$ cat config.mk
export PLATFORM = sky130hd
export DESIGN_NAME = spc_sched
export DESIGN_NICKNAME = d
export VERILOG_FILES = /design/src/rtl/spc_pkg.sv /design/src/rtl/spc_ctrl.sv /design/src/rtl/spc_dp.sv /design/src/rtl/spc_sched.sv
export SDC_FILE = /design/constraint.sdc
export NUM_CORES = 1
export LEC_CHECK = 0
export BUFFER_PORTS_ARGS = -buffer_cell sky130_fd_sc_hd__buf_2
export CELL_PAD_IN_SITES_DETAIL_PLACEMENT = 1
export CELL_PAD_IN_SITES_GLOBAL_PLACEMENT = 2
export CORE_UTILIZATION = 27
export DETAILED_ROUTE_END_ITERATION = 12
export PLACE_DENSITY_LB_ADDON = 0.1
export RECOVER_POWER = 50
export SYNTH_ARGS = -nofsm -noshare
export SYNTH_HDL_FRONTEND = slang
export SYNTH_HIERARCHICAL = 1
export SYNTH_SLANG_ARGS = --single-unit
$ cat constraint.sdc
create_clock -name clk -period 3.13 [get_ports clk]
set_input_delay 0.1565 -clock clk [delete_from_list [all_inputs] [get_ports clk]]
set_output_delay 0.1565 -clock clk [all_outputs]
set_load 0.02 [all_outputs]
$ cat src/rtl/spc_pkg.sv
package spc_pkg;
  // strobes issued by the control FSM to the datapath
  typedef struct packed {
    logic clear;    // new backup: reset tags and moved flags
    logic kickAll;  // start every engine
    logic move;     // hand the picked slice to the picked engine
    logic finish;   // raise the completion pulse
  } spc_strobe_t;
endpackage

$ cat src/rtl/spc_ctrl.sv
module spc_ctrl
  import spc_pkg::*;
(
  input  logic        clk,
  input  logic        rstN,
  input  logic        startReq,
  input  logic        haveCand,
  input  logic        haveIdle,
  input  logic        allAvail,
  output spc_strobe_t strb,
  output logic        running
);
  typedef enum logic {ST_IDLE, ST_RUN} state_t;
  state_t st, stN;

  always_comb begin
    strb = '0;
    stN  = st;
    case (st)
      ST_IDLE: begin
        if (startReq) begin
          strb.clear   = 1'b1;
          strb.kickAll = 1'b1;
          stN          = ST_RUN;
        end
      end
      ST_RUN: begin
        // a handover always takes precedence over completion
        if (haveCand && haveIdle) begin
          strb.move = 1'b1;
        end else if (allAvail) begin
          strb.finish = 1'b1;
          stN         = ST_IDLE;
        end
      end
      default: stN = ST_IDLE;
    endcase
  end

  always_ff @(posedge clk) begin
    if (!rstN) st <= ST_IDLE;
    else       st <= stN;
  end

  assign running = (st == ST_RUN);
endmodule

$ cat src/rtl/spc_dp.sv
module spc_dp
  import spc_pkg::*;
#(
  parameter int M  = 5,
  parameter int S  = 2,
  parameter int RW = 10
) (
  input  logic              clk,
  input  logic              rstN,
  input  spc_strobe_t       strb,
  input  logic [M-1:0]      engBusy,
  input  logic [S*RW-1:0]   segRemain,
  output logic              haveCand,
  output logic              haveIdle,
  output logic              allAvail,
  output logic [M-1:0]      kick,
  output logic [S*((M>1)?$clog2(M):1)-1:0] partSel,
  output logic              allDone
);
  localparam int TW   = (M > 1) ? $clog2(M) : 1;
  localparam int SW   = (S > 1) ? $clog2(S) : 1;
  localparam int HOME = M - S;

  logic [TW-1:0] owner [S];
  logic [S-1:0]  moved;
  logic [M-1:0]  kickQ, kickN, avail;
  logic          doneQ;
  logic [SW-1:0] candIdx;
  logic [RW-1:0] bestRem;
  logic [TW-1:0] idleIdx;

  // an engine kicked this cycle has not had the chance to raise busy
  assign avail    = ~engBusy & ~kickQ;
  assign allAvail = &avail;

  // largest remaining work wins; strict compare keeps the lowest index on a tie
  always_comb begin
    haveCand = 1'b0;
    candIdx  = '0;
    bestRem  = '0;
    for (int s = 0; s < S; s++) begin
      if (!moved[s] && (segRemain[s*RW +: RW] != '0) && engBusy[HOME+s] &&
          (!haveCand || (segRemain[s*RW +: RW] > bestRem))) begin
        haveCand = 1'b1;
        candIdx  = SW'(s);
        bestRem  = segRemain[s*RW +: RW];
      end
    end
  end

  // lowest free engine: scan downward so the last hit is the lowest index
  always_comb begin
    haveIdle = 1'b0;
    idleIdx  = '0;
    for (int i = M - 1; i >= 0; i--) begin
      if (avail[i]) begin
        haveIdle = 1'b1;
        idleIdx  = TW'(i);
      end
    end
  end

  always_comb begin
    kickN = '0;
    if (strb.kickAll)   kickN = '1;
    else if (strb.move) kickN[idleIdx] = 1'b1;
  end

  always_ff @(posedge clk) begin
    if (!rstN) begin
      kickQ <= '0;
      doneQ <= 1'b0;
      moved <= '0;
      for (int s = 0; s < S; s++) owner[s] <= TW'(HOME + s);
    end else begin
      kickQ <= kickN;
      doneQ <= strb.finish;
      if (strb.clear) begin
        moved <= '0;
        for (int s = 0; s < S; s++) owner[s] <= TW'(HOME + s);
      end else if (strb.move) begin
        owner[candIdx] <= idleIdx;
        moved[candIdx] <= 1'b1;
      end
    end
  end

  for (genvar g = 0; g < S; g++) begin : g_tag
    assign partSel[g*TW +: TW] = owner[g];
  end

  assign kick    = kickQ;
  assign allDone = doneQ;
endmodule

$ cat src/rtl/spc_sched.sv
module spc_sched
  import spc_pkg::*;
#(
  parameter int M  = 5,
  parameter int S  = 2,
  parameter int RW = 10
) (
  input  logic            clk,
  input  logic            rstN,
  input  logic            startReq,
  input  logic [M-1:0]    engBusy,
  input  logic [S*RW-1:0] segRemain,
  output logic [M-1:0]    kick,
  output logic [S*((M>1)?$clog2(M):1)-1:0] partSel,
  output logic            allDone
);
  spc_strobe_t strb;
  logic running, haveCand, haveIdle, allAvail;

  spc_ctrl u_ctrl (
    .clk(clk), .rstN(rstN), .startReq(startReq),
    .haveCand(haveCand), .haveIdle(haveIdle), .allAvail(allAvail),
    .strb(strb), .running(running)
  );

  spc_dp #(.M(M), .S(S), .RW(RW)) u_dp (
    .clk(clk), .rstN(rstN), .strb(strb),
    .engBusy(engBusy), .segRemain(segRemain),
    .haveCand(haveCand), .haveIdle(haveIdle), .allAvail(allAvail),
    .kick(kick), .partSel(partSel), .allDone(allDone)
  );
endmodule

# [Word level (Yosys, flattened, before mapping)]
# Memory sizes are Yosys's and may differ from the RTL's.
# Index checks and enable logic that the tools add are counted.
[classes] muxes=43 bitwise=8 reduce_logical=18 magnitude_cmp=5
[op_table] op="$mux 1" n=26
[op_table] op="$mux 3" n=8
[op_table] op="$reduce_bool 10->1" n=2
[op_table] op="$gt 10x10->1" n=1
[op_table] op="$mux 10" n=1
[op_table] op="$mux 5" n=2
[op_table] op="$not 5->5" n=2
[op_table] op="$logic_and 1x1->1" n=8
[op_table] op="$mux 2" n=3
[op_table] op="$reduce_or 3->1" n=2
[op_table] op="$and 5x5->5" n=1
[op_table] op="$reduce_and 5->1" n=1
[op_table] op="$lt 3x4->1 const B" n=1
[op_table] op="$demux 1 s3" n=1
[op_table] op="$ge 3x1->1 const B" n=1
[op_table] op="$logic_not 1->1" n=3
[op_table] op="$lt 1x2->1 const B" n=1
[op_table] op="$not 1->1" n=2
[op_table] op="$or 1x1->1" n=2
[op_table] op="$or 2x2->2" n=1
[op_table] op="$pmux 1 s2" n=1
[op_table] op="$reduce_or 2->1" n=1
[op_table] op="$demux 1 s1" n=1
[op_table] op="$ge 1x1->1 const B" n=1
[op_table] op="$logic_or 1x1->1" n=1
[word_totals] mem_count=1 inputBits=28 regBits=9 output_inout_bits=12 mem_bits_rw=6
[mem_list] name="u_dp.owner" depth=2 width=3 rd=2 rd_ports_with_merged_regs=0 write_ports=2 line="spc_dp.sv:24" text="logic [TW-1:0] owner [S];"

# [Logic depth before layout (Yosys ltp)]
# Gate-level depths: netlist (run 1).
[logic_depth] ltp_word=17 depth_mapped=10 ltp_nobuf=9

# [Modules after synthesis]
# Netlist (run 1), hierarchy kept.
[modules_own_cells] mod="spc_dp" area_each_um2=964.7 n_inst=1 cells_each=108
[modules_own_cells] mod="spc_ctrl" area_each_um2=66.3 n_inst=1 cells_each=8

# [Worst setup path before layout (run 1)]
# OpenSTA, ideal clock, no wires.
[synth_timing] kind="reg-to-reg" startpoint="reg u_dp.moved[0]" endpoint="mem u_dp/owner[0][0] in the netlist's numbering (enable)" slack_ns=0.412 t_arrival_ns=2.414 setup_time_ns=0.304 required_time_ns=2.826 stages_incl_launch_ff=10 synth_period_minus_slack_ns=2.718 path_cell_list="dfxtp_1 a311oi_1 clkbuf_1 nand2_1 ha_1 a21o_1 a21o_1 a2111o_1 a21oi_2 nand2b_1"
[synth_lines] element="start, declared" line="spc_dp.sv:25" text="logic [S-1:0] moved;"
[synth_lines] element="start signal, assigned" line="spc_dp.sv:73" text="moved <= '0;"
[synth_lines] element="start signal, assigned" line="spc_dp.sv:79" text="moved <= '0;"
[synth_lines] element="start signal, assigned by index" line="spc_dp.sv:83" text="moved[candIdx] <= 1'b1;"
[synth_lines] element="end, declared" line="spc_dp.sv:24"

==> impl_metrics.ini, run 1 <==
[setup_path]
crit_fanout = 9
path_delay_family = compound AO/OA/AOI/OAI gates
r2r_setup_slack_ns = 0.52
cpPeakStageDelay_ns = 0.45
required_ns = 3.08
startpoint_type = register
rr_startpoint = u_dp/moved[0]
criticalPathCategory = register to register
critPathCaptureType = register
cpMostUsedCell = a21o_1
critPathSlowestCell = a2111o_1
path_buf_inv = 1
path_cells = a311oi_1 > buf_4 > nand2_1 > ha_1 > a21o_1 > a21o_1 > a2111o_1 > a21oi_2 > nand2b_1
critPathArrivalTime_ns = 2.56
reg2reg_to = u_dp/owner[0][1]
reg2reg_depth = 9

[floorplanning]
die-height_um = 63.8
fp.dieW_um = 63.8
ios = 40
die-area_um2 = 4070
core_um2 = 3660
rows = 22
initial_core_util = 0.282

[placed_design]
post-dp-hpwl_mm = 2.26
place_area_um2 = 1300
dp.cells = 204
io_buffers = 39
gp_congestion = 0.754

[pwr]
pwr_density_cell_nw_per_um2 = 383
power.total_uw = 501
vdd_ir_drop_max_v = 0.000120
p_leak_uw = 0.000570

[grt]
grt.overflow.total = 0
use_met1 = 0.149
antenna_found_initial = 0
grt_pass1_vias = 982
met2_usage = 0.242
grt_max_degree = 10
grt_use_met3 = 0.0161
gr-usage-all-layers = 0.131
grt-busiest-layer = met2
grt_first_pass_wirelength_mm = 4.15

[sta]
hold_viol = 0
finalMaxSlewViolations = 0
fin_skew_ns = 0.00203
fin_setup_tns_ns = 0
tightest_slew_ns = 0.502
min_period_ns = 2.61
relSlewSlack = 0.663
fin_crit_sh = 0.834
rsz0062_at_grt = no
finalSetupViolations = 0
fmax_mhz = 383

[routing]
drc = 0
wl_per_cell_um = 12.5
dr.pass1.iters = 4
final_antenna_net_count = 0
totalWireLength_mm = 2.61
vias = 1010
viasPerCell = 4.86
drt_iter0_drc = 60

[final_layout]
nNetsFinal = 199
drive_gt1_frac = 0.256
areaGrowthSynthToFinish_pct = 26.9
nFillCells = 462
diodes = 0
layout.cells.non_filler = 208
final_area_um2 = 1310

[yosys]
synth_common_cells = 18 x nand2_1, 10 x ha_1, 9 x dfxtp_1, 9 x nor2_1
synth_top_area_frac = 0.175
synth_area_um2 = 1030
synth.distinct_cells = 37
syn_avg_cell_area_um2 = 8.89
yosys.area.top_type = dfxtp_1
synthCells = 116
async_reset_ff_frac = 0
yosysSeqAreaShare = 0.350
ys_warn_count = 6
post-synth-top-count-cell = nand2_1
synth_area_leaders = dfxtp_1 17%, edfxtp_1 17%, ha_1 12%, nand2_1 6.6%, nor2b_1 3.6%
synth_edf_count = 6
synth-main-ff-cell = dfxtp_1
syn_nets = 154
ys_seq_elements = 15

[clock_network]
htreeDepth = 1
clk-insertion-delay-late_ns = 0.24
tritoncts = done
clock-root-buffer = clkbuf_8
numClockSinks = 15
clk_transition_reported_paths_ns = 0.06
hold_buffers = 0
cts_resized = 0
clk_path_buf_depth = 2
cts_setup_buffers = 0
cts_buffers = 3

[hold_path]
min_path_cells = 2
worstHoldEndpoint = u_dp/kick[3]
hp-class = input port to register
min_from = rstN

[outcome]
status = completed

[flow_run]
cap_viol_max_count = 0
## stage by stage
| step | util | worst slack (ns) | hold WS [ns] |
|---|---|---|---|
| finish | 0.357 | 0.519 | 0.204 |
| floorplan | - | 0.412 | 0.274 |
| CTS | 0.367 | 0.484 | 0.205 |
| detailed placement | 0.354 | 0.285 | 0.440 |
| global route | 0.357 | 0.329 | 0.220 |
| global placement | 0.354 | 0.288 | 0.435 |
## cell type report
class,instances,area (µm²),area share
Timing Repair Buffer,42,201,0.154
Inverter,5,18.8,0.0143
Clock inverter,1,5.00,0.00382
Clock buffer,3,41.3,0.0315
Tap cell,48,60.1,0.0459
Multi-Input combinational cell,94,622,0.475
Sequential cell,15,360,0.275
## registers in the layout, summed over array words and instances (netlist names)
name,flops
u_ctrl/running,1
u_dp/allDone,1
u_dp/kick,5
u_dp/moved,2
u_dp/owner,6
## cells by family (layout without fill, tap and decap cells)
group	Yosys count	in the layout	share of synthesized area
AOI/OAI and AO/OA	26	26	0.199
adders and majority gates	10	10	0.121
buffers and inverters	7	51	0.0291
DFF	15	15	0.350
and+or+nand+nor	58	58	0.301
## worst max path at each step
stage | cells after the start | end | slack (ns) | start
floorplan | 9 | u_dp/owner[0][0] | 0.41 | u_dp/moved[0]
global placement | 11 | u_dp/owner[0][0] | 0.29 | segRemain[6]
global route | 10 | u_dp/owner[1][0] | 0.33 | segRemain[17]
CTS | 9 | u_dp/owner[1][0] | 0.48 | u_dp/moved[0]
detailed placement | 11 | u_dp/owner[0][0] | 0.29 | segRemain[6]
finish | 9 | u_dp/owner[0][1] | 0.52 | u_dp/moved[0]
## layer usage
metal	wire [µm]	up-vias
met5	0	-
met2	1420	21
met3	80	0
li1	-	514
met4	0	0
met1	1110	475
## worst reg2reg max path: cells and delay by family, from the launching register on
| kind | cells | cell delay, ns |
|---|---|---|
| AOI/OAI and AO/OA | 5 | 1.22 |
| adders and majority gates | 1 | 0.29 |
| buffers and inverters | 1 | 0.22 |
| DFF | 1 | 0.32 |
| and+or+nand+nor | 2 | 0.26 |
## report_power, final
group	total, µW	leakage [µW]	internal [µW]	switching, µW
clock	154	0.0000255	87.9	65.6
sequential	219	0.000129	214	5.55
combinational	128	0.000415	52.4	76.1
## layout by cell type, fill, tap and decap left out, drive strengths merged, types with 2 or more instances in the layout
master / instances
dfxtp: 9
buf: 29
nand2: 18
o21ai: 6
clkbuf: 16
nand4: 3
and2: 2
a21oi: 4
nor3: 7
ha: 10
nand2b: 2
a41oi: 2
or4: 2
a31oi: 3
nor4: 2
and3: 3
nor2: 9
inv: 5
nor2b: 6
a21o: 3
edfxtp: 6
Power figures use the tool's default switching activity.
==> run 2, diff against run 1 <==
- ABC_AREA: default -> 1
- clock period: 3.13 -> 2.5 ns (I/O delays scaled with it)
==> run 2 against run 1 <==
Net effect: utilization shrank 0.16 points; largest cell class unchanged; area after synthesis grew 12%; critical path type unchanged; wire length grew 6.3%; worst hold slack lost 0.11 ns; sequential power grew 25%; via count grew 7.6%; synthesized cell count grew 31%; power grew 31%; clock power grew 25%.
==> impl_metrics.ini, run 2 <==
[yosys]
synth_edf_count = 6
synth_area_leaders = dfxtp_1 16%, edfxtp_1 16%, nand2_1 12%, ha_1 11%, inv_1 6.1%
synth.distinct_cells = 27
synth_area_um2 = 1160
yosys.area.top_type = dfxtp_1
synth_common_cells = 37 x nand2_1, 19 x inv_1, 18 x nor2_1
ys_warn_count = 6
syn_nets = 190
post-synth-top-count-cell = nand2_1
synth-main-ff-cell = dfxtp_1
syn_avg_cell_area_um2 = 7.63
ys_seq_elements = 15
synth_top_area_frac = 0.155
async_reset_ff_frac = 0
yosysSeqAreaShare = 0.311
synthCells = 152

[routing]
vias = 1087
drc = 0
wl_per_cell_um = 11.3
final_antenna_net_count = 0
viasPerCell = 4.44
dr.pass1.iters = 4
drt_iter0_drc = 15
totalWireLength_mm = 2.77

[placed_design]
place_area_um2 = 1410
post-dp-hpwl_mm = 2.47
gp_congestion = 0.712
io_buffers = 39

[clock_network]
htreeDepth = 1
clock-root-buffer = clkbuf_8
clk_path_buf_depth = 2
clk-insertion-delay-late_ns = 0.24
cts_setup_buffers = 0
clk_transition_reported_paths_ns = 0.06
cts_buffers = 3
tritoncts = done
hold_buffers = 0
numClockSinks = 15

[grt]
antenna_found_initial = 0
gr-usage-all-layers = 0.139
grt_max_degree = 10
grt.overflow.total = 0
grt_first_pass_wirelength_mm = 4.75
grt_pass1_vias = 1158

[floorplanning]
die-height_um = 67.5
die-area_um2 = 4560
fp.dieW_um = 67.5
ios = 40
initial_core_util = 0.286
rows = 23
core_um2 = 4060

[final_layout]
final_cell_mix = 37 x nand2_1, 27 x buf_2, 19 x inv_1, 19 x nor2_1, 13 x clkbuf_1
top_register = u_dp/owner
nNetsFinal = 234
diodes = 0
final_common_cell = nand2_1
largest_reg_flops = 6
drive_gt1_frac = 0.308
areaGrowthSynthToFinish_pct = 24.5
final_area_um2 = 1440

[sta]
hold_viol = 0
fin_crit_sh = 0.906
relSlewSlack = 0.769
tightest_slew_ns = 0.346
rsz0062_at_grt = no
fmax_mhz = 442
min_period_ns = 2.26
finalMaxSlewViolations = 0
fin_skew_ns = 0.00117
fin_setup_tns_ns = 0
finalSetupViolations = 0

[hold_path]
hp-class = input port to register
min_path_cells = 3
worstHoldEndpoint = u_dp/allDone
min_from = rstN

[setup_path]
reg2reg_depth = 14
critPathArrivalTime_ns = 2.22
reg2reg_to = u_dp/owner[0][1]
r2r_setup_slack_ns = 0.24
critPathCaptureType = register
crit_fanout = 7
required_ns = 2.45
criticalPathCategory = register to register
rr_startpoint = u_dp/moved[0]
startpoint_type = register

[pwr]
p_leak_uw = 0.000667
vdd_ir_drop_max_v = 0.000236
pwr_density_cell_nw_per_um2 = 456

[outcome]
status = completed

[flow_run]
cap_viol_max_count = 0
run 2: changes by cell type after synthesis, sizes merged, moves of 4 or more:
cell	before	now
nand3	0	13
o21ai	6	2
inv	5	21
nand2	18	44
nor2b	6	0
nor3	7	2
nor2	9	29
run 2: power by group:
group	total, µW	leakage (µW)	internal (µW)	switching, µW
clock network	193	0.0000255	110	83.0
logic	192	0.000513	73.1	118
registers	273	0.000129	267	6.19
run 2: cells by family after synthesis:
logic type,count (synthesis),share of synthesized area
AOI/OAI and AO/OA,9,0.0421
adders and majority gates,10,0.108
buffers and inverters,23,0.0841
DFF,15,0.311
and+or+nand+nor,95,0.455
run 2: critical path, cell delays in order, from the launching register on:
cell and delay (ns):
dfxtp_1 0.31, inv_1 0.05, nand2_1 0.11, nor2_4 0.17, buf_4 0.17, nand2_1 0.06
ha_1 0.29, nand2_1 0.06, nor2_1 0.17, nand4_1 0.11, nand2_1 0.09, nand2_2 0.08
nand2_2 0.09, nand2_2 0.07, nand2_1 0.13
run 2: worst max-delay path by stage:
stage	startpoint	to	slack [ns]	depth (start not counted)
6_report	u_dp/moved[0]	u_dp/owner[0][1]	0.24	14
3_3_place_gp	u_dp/moved[0]	u_dp/owner[1][0]	0.19	14
2_1_floorplan	u_dp/kick[0]	u_dp/owner[1][0]	0.46	9
4_1_cts	u_dp/moved[0]	u_dp/owner[0][1]	0.13	15
3_5_place_dp	u_dp/moved[0]	u_dp/owner[0][1]	0.15	15
5_1_grt	u_dp/moved[0]	u_dp/owner[0][0]	0.03	15
run 2: layout make-up:
class	count	area (µm²)
Timing Repair Buffer	41	191
Inverter	21	78.8
Clock inverter	1	5.00
Sequential cell	15	360
Tap cell	50	62.6
Fill cell	514	2610
Multi-Input combinational cell	114	704
Clock buffer	3	41.3
run 2: per-stage QoR:
stage | std cells | worst slack, ns | total power [µW] | hold slack (ns) | util
2_1_floorplan | 152 | 0.459 | 413 | 0.218 | -
6_report | 245 | 0.235 | 658 | 0.0973 | 0.356
5_1_grt | 245 | 0.0257 | 702 | 0.120 | 0.356
3_3_place_gp | 241 | 0.191 | 470 | 0.337 | 0.348
4_1_cts | 245 | 0.131 | 674 | 0.0904 | 0.360
3_5_place_dp | 241 | 0.146 | 476 | 0.348 | 0.348
run 2: metal layers:
layer	track usage	wire [µm]
met1	0.165	1280
met2	0.251	1320
met3	0.0321	155
met4	0.0239	14
met5	0	0
run 2: what timing repair did:
| item | in CTS | in global routing |
|---|---|---|
| setup endpoints to repair | 0 | 6 |
| resized for setup | 0 | 1 |
| hold endpoints to repair | 0 | 0 |
